**config.mk**
```make
export PLATFORM = sky130hd
export DESIGN_NAME = dma_stride_agen
export DESIGN_NICKNAME = d
export VERILOG_FILES = /design/src/rtl/agen_pkg.sv /design/src/rtl/agen_side.sv /design/src/rtl/agen_beat.sv /design/src/rtl/dma_stride_agen.sv
export SDC_FILE = /design/constraint.sdc
export NUM_CORES = 1
export LEC_CHECK = 0
export ABC_AREA = 1
export BUFFER_PORTS_ARGS = -buffer_cell sky130_fd_sc_hd__buf_2
export CORE_ASPECT_RATIO = 0.8
export CORE_MARGIN = 4
export CORE_UTILIZATION = 45
export CTS_BUF_LIST = sky130_fd_sc_hd__clkbuf_16
export DETAILED_ROUTE_END_ITERATION = 10
export PLACE_DENSITY = 0.65
export RECOVER_POWER = 25
export SLEW_MARGIN = 10
export SYNTH_ARGS = -nofsm -noshare
export SYNTH_HDL_FRONTEND = slang
export SYNTH_HIERARCHICAL = 1
export SYNTH_SLANG_ARGS = --single-unit
```
**constraint.sdc**
```tcl
create_clock -name clk -period 8.3 [get_ports clk]
set_input_delay 1.245 -clock clk [delete_from_list [all_inputs] [get_ports clk]]
set_output_delay 1.245 -clock clk [all_outputs]
set_load 0.02 [all_outputs]
```
**src/rtl/agen_pkg.sv**
```systemverilog
package agen_pkg;
    localparam int ADDR_W = 36;
    localparam int CNT_W  = 26;
    localparam int BLEN_W = 7;

    typedef logic [ADDR_W-1:0] addr_t;
    typedef logic [CNT_W-1:0]  cnt_t;
    typedef logic [BLEN_W-1:0] blen_t;

    typedef struct packed {
        logic en;
        cnt_t run;
        cnt_t gap;
    } stride_cfg_t;

    typedef enum logic [1:0] {
        ST_IDLE = 2'd0,
        ST_RUN  = 2'd1,
        ST_FIN  = 2'd2
    } agen_state_e;

    function automatic cnt_t cnt_min(input cnt_t a, input cnt_t b);
        return (a < b) ? a : b;
    endfunction
endpackage

```
**src/rtl/agen_side.sv**
```systemverilog
module agen_side
    import agen_pkg::*;
(
    input  logic        clk,
    input  logic        rst,
    input  logic        load,
    input  logic        ext_mode,
    input  addr_t       start_i,
    input  stride_cfg_t cfg_i,
    input  cnt_t        count_i,
    input  logic        adv_i,
    input  blen_t       len_i,
    output addr_t       addr_o,
    output cnt_t        run_left_o
);
    logic  strided_q;
    cnt_t  run_q;
    cnt_t  gap_q;
    addr_t base_q;
    addr_t addr_q;
    cnt_t  left_q;

    logic  use_stride;
    cnt_t  gap_eff;
    logic  run_end;

    assign use_stride = ext_mode && cfg_i.en && (cfg_i.run != '0);
    assign gap_eff    = (cfg_i.gap < cfg_i.run) ? cfg_i.run : cfg_i.gap;
    assign run_end    = strided_q && (left_q == cnt_t'(len_i));

    always_ff @(posedge clk) begin
        if (rst) begin
            strided_q <= 1'b0;
            run_q     <= '0;
            gap_q     <= '0;
            base_q    <= '0;
            addr_q    <= '0;
            left_q    <= '0;
        end else if (load) begin
            strided_q <= use_stride;
            run_q     <= cfg_i.run;
            gap_q     <= gap_eff;
            base_q    <= start_i;
            addr_q    <= start_i;
            left_q    <= use_stride ? cfg_i.run : count_i;
        end else if (adv_i) begin
            if (run_end) begin
                base_q <= base_q + addr_t'(gap_q);
                addr_q <= base_q + addr_t'(gap_q);
                left_q <= run_q;
            end else begin
                addr_q <= addr_q + addr_t'(len_i);
                left_q <= left_q - cnt_t'(len_i);
            end
        end
    end

    assign addr_o     = addr_q;
    assign run_left_o = left_q;

    // a contiguous side steps by exactly the accepted length
    a_r1_contig_step: assert property (@(posedge clk) disable iff (rst)
        (adv_i && !load && !strided_q) |=> (addr_o == $past(addr_o) + addr_t'($past(len_i))));

    // a strided side never reports an empty or oversized run remainder
    a_r3_run_left_bounded: assert property (@(posedge clk) disable iff (rst)
        strided_q |-> (run_left_o != '0 && run_left_o <= run_q));
endmodule

```
**src/rtl/agen_beat.sv**
```systemverilog
module agen_beat
    import agen_pkg::*;
(
    input  blen_t width_i,
    input  cnt_t  src_left_i,
    input  cnt_t  dst_left_i,
    input  cnt_t  remain_i,
    output blen_t len_o
);
    cnt_t m;

    always_comb begin
        m     = cnt_min(cnt_min(cnt_t'(width_i), src_left_i),
                        cnt_min(dst_left_i, remain_i));
        len_o = blen_t'(m);
    end
endmodule

```
**src/rtl/dma_stride_agen.sv**
```systemverilog
module dma_stride_agen
    import agen_pkg::*;
(
    input  logic              clk,
    input  logic              rst,
    input  logic              load,
    input  logic              ext_mode,
    input  logic [BLEN_W-1:0] beat_width,
    input  logic [CNT_W-1:0]  byte_count,
    input  logic [ADDR_W-1:0] src_start,
    input  logic              src_str_en,
    input  logic [CNT_W-1:0]  src_run,
    input  logic [CNT_W-1:0]  src_gap,
    input  logic [ADDR_W-1:0] dst_start,
    input  logic              dst_str_en,
    input  logic [CNT_W-1:0]  dst_run,
    input  logic [CNT_W-1:0]  dst_gap,
    input  logic              ready,
    output logic              valid,
    output logic [ADDR_W-1:0] src_addr,
    output logic [ADDR_W-1:0] dst_addr,
    output logic [BLEN_W-1:0] beat_len,
    output logic              done
);
    localparam int NSIDE = 2;

    agen_state_e state_q;
    cnt_t        rem_q;
    blen_t       bw_q;
    logic        adv;
    blen_t       len_w;

    stride_cfg_t cfg   [NSIDE];
    addr_t       start [NSIDE];
    addr_t       addr  [NSIDE];
    cnt_t        left  [NSIDE];

    assign cfg[0]   = '{en: src_str_en, run: src_run, gap: src_gap};
    assign cfg[1]   = '{en: dst_str_en, run: dst_run, gap: dst_gap};
    assign start[0] = src_start;
    assign start[1] = dst_start;

    assign valid = (state_q == ST_RUN);
    assign done  = (state_q == ST_FIN);
    assign adv   = valid && ready && !load;

    for (genvar s = 0; s < NSIDE; s++) begin : g_side
        agen_side u_side (
            .clk        (clk),
            .rst        (rst),
            .load       (load),
            .ext_mode   (ext_mode),
            .start_i    (start[s]),
            .cfg_i      (cfg[s]),
            .count_i    (byte_count),
            .adv_i      (adv),
            .len_i      (len_w),
            .addr_o     (addr[s]),
            .run_left_o (left[s])
        );
    end

    agen_beat u_beat (
        .width_i    (bw_q),
        .src_left_i (left[0]),
        .dst_left_i (left[1]),
        .remain_i   (rem_q),
        .len_o      (len_w)
    );

    always_ff @(posedge clk) begin
        if (rst) begin
            state_q <= ST_IDLE;
            rem_q   <= '0;
            bw_q    <= '0;
        end else if (load) begin
            state_q <= (byte_count == '0) ? ST_FIN : ST_RUN;
            rem_q   <= byte_count;
            bw_q    <= (beat_width == '0) ? blen_t'(1) : beat_width;
        end else if (adv) begin
            rem_q <= rem_q - cnt_t'(len_w);
            if (rem_q == cnt_t'(len_w)) state_q <= ST_FIN;
        end
    end

    assign src_addr = addr[0];
    assign dst_addr = addr[1];
    assign beat_len = len_w;

    // a live beat is nonempty and bounded by the width and the remainder
    a_r6_len_bounds: assert property (@(posedge clk) disable iff (rst)
        valid |-> (beat_len != '0 && beat_len <= bw_q && cnt_t'(beat_len) <= rem_q));

    // a stalled beat holds
    a_r7_stall_hold: assert property (@(posedge clk) disable iff (rst)
        (valid && !ready && !load) |=> ($stable(src_addr) && $stable(dst_addr) && $stable(beat_len)));

    // done follows acceptance of the final beat
    a_r8_done_after_last: assert property (@(posedge clk) disable iff (rst)
        (adv && cnt_t'(beat_len) == rem_q) |=> (done && !valid));

    // done is sticky until a load
    a_r9_done_sticky: assert property (@(posedge clk) disable iff (rst)
        (done && !load) |=> (done && !valid));
endmodule

```
==> impl_metrics.csv, run 1 <==
group,metric,value,unit
cells_and_area,nets,5556,
clock_network,clock_latency,590,ps
logic_synthesis,synthArstFlopShare,0,
logic_synthesis,yosysWarnings,6,
worst_setup_path,critPathLaunchType,"flop",
worst_setup_path,critPathSlowestCell,"nor4_1",
floorplanning,start_util,0.4589,
placement,place.gp.congestion,1.010,
clock_network,cts_buffers,41,
pwr,leakage,0.01626,uW
logic_synthesis,synth_top_area_share,0.2326,
cells_and_area,final-seq-area,6746,um2
worst_setup_path,critPathCaptureType,"flop",
worst_setup_path,crit_required,8750,ps
sta,fmax,0.1373,GHz
clock_network,post_cts_buffers,0,
grt,grt_antenna_before_repair,3,
logic_synthesis,synth_edf_count,0,
hold_path,hp-class,"reg -> reg",
drt,drtIter0Drc,3470,
sta,finalCritPeriodShare,0.8773,
grt,grt.overflow.total,0,
sta,fin_setup_tns,0,ps
drt,detail_route.first_pass.iterations,6,
clock_network,ctsResizeCount,0,
worst_setup_path,crit_top_cell,"nand2_4",
logic_synthesis,synth_most_common_cell,"nand2_1",
placement,place_area,31130,um2
worst_setup_path,worstPathArrival,7740,ps
status,violations,"max-capacitance violations, max-slew violations",
status,status,"finished with violations",
floorplanning,coreArea,63200,um2
cells_and_area,multi_input_area,18960,um2
cells_and_area,drive_above_1_share,0.08765,
drt,routed_wl,122.1,mm
clock_network,numClockSinks,337,
clock_network,cts_tree,"built",
cells_and_area,design_area,32410,um2
placement,place_inst,5937,
pwr,p_per_area,194.6,nW/um2
grt,grt.total_usage,0.3382,
pwr,p_total,6308,uW
worst_setup_path,path_class,"reg -> reg",
drt,ant_nets,0,
logic_synthesis,ys.flop_type,"dfxtp_1",
sta,setup_viol,0,
logic_synthesis,synthTopCellsByCount,"1459 x nand2_1, 685 x inv_1, 469 x nand3_1",
sta,slew_headroom,-1.717,
floorplanning,rows,82,
placement,dp_hpwl,94.75,mm
logic_synthesis,syn_area,29000,um2
cells_and_area,utilization,0.5128,
floorplanning,die_y,235.1,um
drt,viasPerCell,5.599,
grt,grt_pass1_vias,30364,
sta,rsz0062_at_grt,"no",
pwr,ir_drop,117.2,uV
placement,portBuffers,296,
grt,grt_start_max_net_pins,114,
logic_synthesis,ys_ff_latch,337,
logic_synthesis,synthCells,4918,
sta,fin_crit,7282,ps
cells_and_area,fill_cells,6894,
clock_network,cts_root_buf,"clkbuf_16",
worst_setup_path,critPathMaxFanout,51,
drt,drc,0,
grt,grt_pass1_wl,182.4,mm
sta,finalClockSkew,30.76,ps
sta,slew_violations,306,
drt,wl_per_cell,20.31,um
floorplanning,ios,297,
floorplanning,die_area,68600,um2
logic_synthesis,synth_seq_area_share,0.2326,
clock_network,clk_path_buf_depth,3,
logic_synthesis,syn_area_per_cell,5.897,um2
drt,vias,33662,
floorplanning,dieWidth,291.8,um
logic_synthesis,yosysUniqueCellTypes,56,
sta,finalHoldViolCount,0,
job,drv_cap,5,
worst_setup_path,cpPeakStageDelay,950,ps
clock_network,clkTransAtPathRegs,60,ps
cells_and_area,areaGrowthSynthToFinish,11.76,%
logic_synthesis,ys_top_cells_by_area,"dfxtp_1 23%, nand2_1 19%, inv_1 8.9%",
sta,worst_slew_pin_slew,4076,ps
clock_network,cts_hold_buf,0,
logic_synthesis,synth.largest_area_cell,"dfxtp_1",
clock_network,cts-htree-levels,2,
cells_and_area,fin_cells,6012,
cells in the final DEF (no fill, tap or decap), types with 41 or more instances in the layout:
master	count
nor2_1	380
clkbuf_16	41
ha_1	193
a31oi_1	57
nand2_1	1459
buf_2	220
nand3_1	469
nor3_1	55
o21ai_0	274
clkbuf_1	79
nand4_1	94
dfxtp_1	337
a21oi_1	391
inv_1	691
critical path: cells and delay by family, from the launching register on:
kind / cells / cell delay [ps]
AND/OR/NAND/NOR: 21 / 4580
AO/OA/AOI/OAI: 2 / 430
buffers and inverters: 3 / 740
flip-flops: 1 / 500
adder cells (fa/ha/maj): 3 / 830
cell type report:
class / count / area share
inverter: 710 / 0.08230
sequential: 337 / 0.2081
tap: 840 / 0.03243
antenna: 4 / 0.0003088
multi-input combinational: 3726 / 0.5849
clock inverter: 30 / 0.01108
timing repair buffer: 324 / 0.04914
clock buffer: 41 / 0.03165
power breakdown:
group          total (uW)  switching (uW)  internal [uW]
clock                1960             815           1150
combinational        2440            1670            762
sequential           1910             165           1750
flip-flops by register name (all words and copies together) (netlist names):
| register | flops |
|---|---|
| g_side.u_side/strided_q | 2 |
| rem_q | 26 |
| g_side.u_side/base_q | 72 |
| g_side.u_side/run_q | 52 |
| g_side.u_side/addr_o | 72 |
| g_side.u_side/gap_q | 52 |
| state_q | 2 |
| g_side.u_side/run_left_o | 52 |
| bw_q | 7 |
final timing paths:
path                                                               from                                       end  slack, ps  cells after the start
worst max-delay path                              rem_q[7]$_SDFFE_PP0P_  g_side[0].u_side/base_q[30]$_SDFFE_PP0P_       1020                     29
worst max register to register                    rem_q[7]$_SDFFE_PP0P_  g_side[0].u_side/base_q[30]$_SDFFE_PP0P_       1020                     29
worst min register to register  g_side[0].u_side/run_q[21]$_SDFFE_PP0P_   g_side[0].u_side/run_q[21]$_SDFFE_PP0P_        460                      2
worst min-delay path            g_side[0].u_side/run_q[21]$_SDFFE_PP0P_   g_side[0].u_side/run_q[21]$_SDFFE_PP0P_        460                      2
stage by stage:
stage	worst slack (ps)	hold WS [ps]
6_report	1018	455.6
5_1_grt	535.0	481.4
4_1_cts	1420	457.8
3_5_place_dp	1480	447.2
3_3_place_gp	1629	441.0
2_1_floorplan	3585	428.9
kinds of logic after synthesis:
kind of cell,Yosys count,share of synthesized area
xor+xnor,46,0.01389
fa+ha+maj,200,0.08809
flops,337,0.2326
other cells,1,0.0001293
compound gates,846,0.1593
buf+inv,873,0.1164
simple gates,2615,0.3896
layer usage:
metal	GRT usage	wire length, um	part of all wire	up-vias
met5	0	0	0	-
met4	0.1134	4633	0.038	0
met3	0.09734	14010	0.11	245
met2	0.4889	49590	0.41	1582
met1	0.4805	53870	0.44	15412
li1	-	-	-	16423
Note: power is estimated with default switching activity, not from simulation.
==> inputs of run 2 (changes only) <==
- clock period: 8.3 -> 9.4 ns (I/O delays scaled with it)
==> run 2 against run 1 <==
Compared with the run above: the flow still finishes with violations (max-capacitance violations, max-slew violations); final area fell by 0.41%; sequential share of layout area up 0.086 points; wire length is 0.97% lower; first-iteration DRC count is 8.2% higher; largest cell class unchanged.
==> impl_metrics.csv, run 2 (synthesis results as in run 1) <==
group,metric,value,unit
floorplanning,rows,82,
grt,globalRouteMet2Util,0.4910,
sta,whs,458.0,ps
floorplanning,coreArea,63200,um2
status,status,"finished with violations",
cells_and_area,fill_cells,6917,
clock_network,numClockSinks,337,
grt,grt.overflow.total,0,
floorplanning,die_y,235.1,um
floorplanning,die_area,68600,um2
drt,detail_route.first_pass.iterations,5,
placement,pre_cts_ws,2340,ps
grt,top_usage_layer,"met1",
sta,rsz0062_at_grt,"no",
clock_network,cts_root_buf,"clkbuf_16",
drt,viasPerCell,5.615,
drt,wl_per_cell,20.14,um
grt,grt_antenna_before_repair,1,
clock_network,clock_latency,580,ps
pwr,ir_drop,112.6,uV
sta,fin_setup_tns,0,ps
clock_network,clk_path_buf_depth,3,
clock_network,clkTransAtPathRegs,60,ps
sta,fmax,0.1340,GHz
pwr,p_int,3121,uW
worst_setup_path,path_class,"in -> reg",
clock_network,cts_buffers,41,
sta,setup_viol,0,
clock_network,cts-htree-levels,2,
placement,dp_hpwl,94.29,mm
grt,grt_pass1_vias,30248,
cells_and_area,final-seq-area,6746,um2
grt,grt_start_max_net_pins,158,
worst_setup_path,cpPeakStageDelay,2650,ps
hold_path,hp-class,"reg -> reg",
job,drv_cap,6,
worst_setup_path,crit_top_cell,"clkbuf_1",
grt,grt_use_met3,0.05542,
pwr,swShare,0.4266,
grt,use_met1,0.4997,
clock_network,cts_tree,"built",
sta,slew_headroom,-1.645,
worst_setup_path,critPathMaxFanout,70,
status,violations,"max-capacitance violations, max-slew violations",
clock_network,cts_hold_buf,0,
pwr,clockPowerShare,0.296,
sta,finalClockSkew,20.31,ps
worst_setup_path,critPathSlowestCell,"clkbuf_1",
worst_setup_path,path_cells,"clkbuf_1 -> clkbuf_1 -> buf_4 -> inv_1 -> o21ai_0 -> nor2_1",
clock_network,ctsResizeCount,0,
cells_and_area,nets,5550,
sta,fin_crit,7463,ps
placement,portBuffers,296,
sta,worst_slew_pin_slew,3968,ps
floorplanning,ios,297,
worst_setup_path,r2r_setup_slack,2190,ps
sta,finalHoldViolCount,0,
pwr,leakage,0.01621,uW
sta,slew_violations,382,
cells_and_area,drive_above_1_share,0.08621,
pwr,p_per_area,168.6,nW/um2
drt,vias,33705,
clock_network,post_cts_buffers,0,
cells_and_area,areaGrowthSynthToFinish,11.29,%
worst_setup_path,worstPathArrival,7940,ps
cells_and_area,fin_cells,6003,
placement,place.gp.congestion,1.026,
floorplanning,dieWidth,291.8,um
worst_setup_path,crit_required,9870,ps
placement,place_inst,5931,
worst_setup_path,critPathCaptureType,"flop",
sta,fin_ws,1937,ps
drt,ant_nets,0,
worst_setup_path,critPathLaunchType,"primary input",
floorplanning,start_util,0.4589,
cells_and_area,final_cell_mix,"1459 x nand2_1, 693 x inv_1, 469 x nand3_1",
grt,grt.total_usage,0.3360,
drt,drc,0,
cells_and_area,multi_input_area,18960,um2
pwr,p_comb_frac,0.394,
pwr,power.share.sequential,0.310,
cells_and_area,final_common_cell,"nand2_1",
pwr,p_sw,2322,uW
grt,grt_pass1_wl,182.8,mm
drt,drtIter0Drc,3755,
sta,finalCritPeriodShare,0.7940,
drt,routed_wl,120.9,mm
run 2: cell types whose count changed in the layout (fill, tap and decap cells not counted):
cell	before	now
inv_1	691	693
diode_2	4	1
buf_12	0	1
clkbuf_16	41	43
bufinv_16	8	3
buf_4	24	16
inv_6	2	1
clkinv_2	7	10
clkinv_1	8	7
clkbuf_1	79	80
run 2: power by group through the flow:
stage	sequential (uW)	clock, uW	combinational, uW
6_report	1690	1610	2140
5_1_grt	1700	1690	2370
4_1_cts	1680	1640	2080
3_5_place_dp	1710	0	2060
3_3_place_gp	1710	0	2060
2_1_floorplan	1670	0	1440
run 2: final cells by class:
class,count,area share
Antenna cell,1,0.00007753
Sequential cell,337,0.2090
Clock inverter,28,0.006783
Timing Repair Buffer,318,0.04822
Tap cell,840,0.03256
Inverter,710,0.08264
Clock buffer,43,0.03334
Multi-Input combinational cell,3726,0.5874
run 2: layer usage:
metal | part of all wire | vias up
li1 | - | 16406
met3 | 0.10 | 228
met2 | 0.41 | 1673
met1 | 0.45 | 15398
met5 | 0 | -
met4 | 0.037 | 0
run 2: worst max-delay path, delay by kind of cell:
family / cells / cell delay, ps
buffers and inverters: 4 / 6080
AOI/OAI and AO/OA: 1 / 150
and+or+nand+nor: 1 / 60
run 2: per-stage QoR:
| stage | power [uW] | utilization | area, um2 |
|---|---|---|---|
| floorplan | 3111 | - | 29070 |
| global placement | 3774 | 0.4921 | 31100 |
| detailed placement | 3774 | 0.4921 | 31100 |
| CTS | 5394 | 0.5126 | 32400 |
| global route | 5757 | 0.5107 | 32280 |
| finish | 5443 | 0.5107 | 32280 |
run 2: final timing paths:
| check | startpoint | end | cells past startpoint |
|---|---|---|---|
| worst max-delay path | rst | bw_q[1]$_SDFFE_PP0P_ | 6 |
| worst min-delay path | g_side[0].u_side/run_q[4]$_SDFFE_PP0P_ | g_side[0].u_side/run_q[4]$_SDFFE_PP0P_ | 2 |
| worst max register to register | rem_q[7]$_SDFFE_PP0P_ | g_side[1].u_side/base_q[17]$_SDFFE_PP0P_ | 27 |
| worst min register to register | g_side[0].u_side/run_q[4]$_SDFFE_PP0P_ | g_side[0].u_side/run_q[4]$_SDFFE_PP0P_ | 2 |
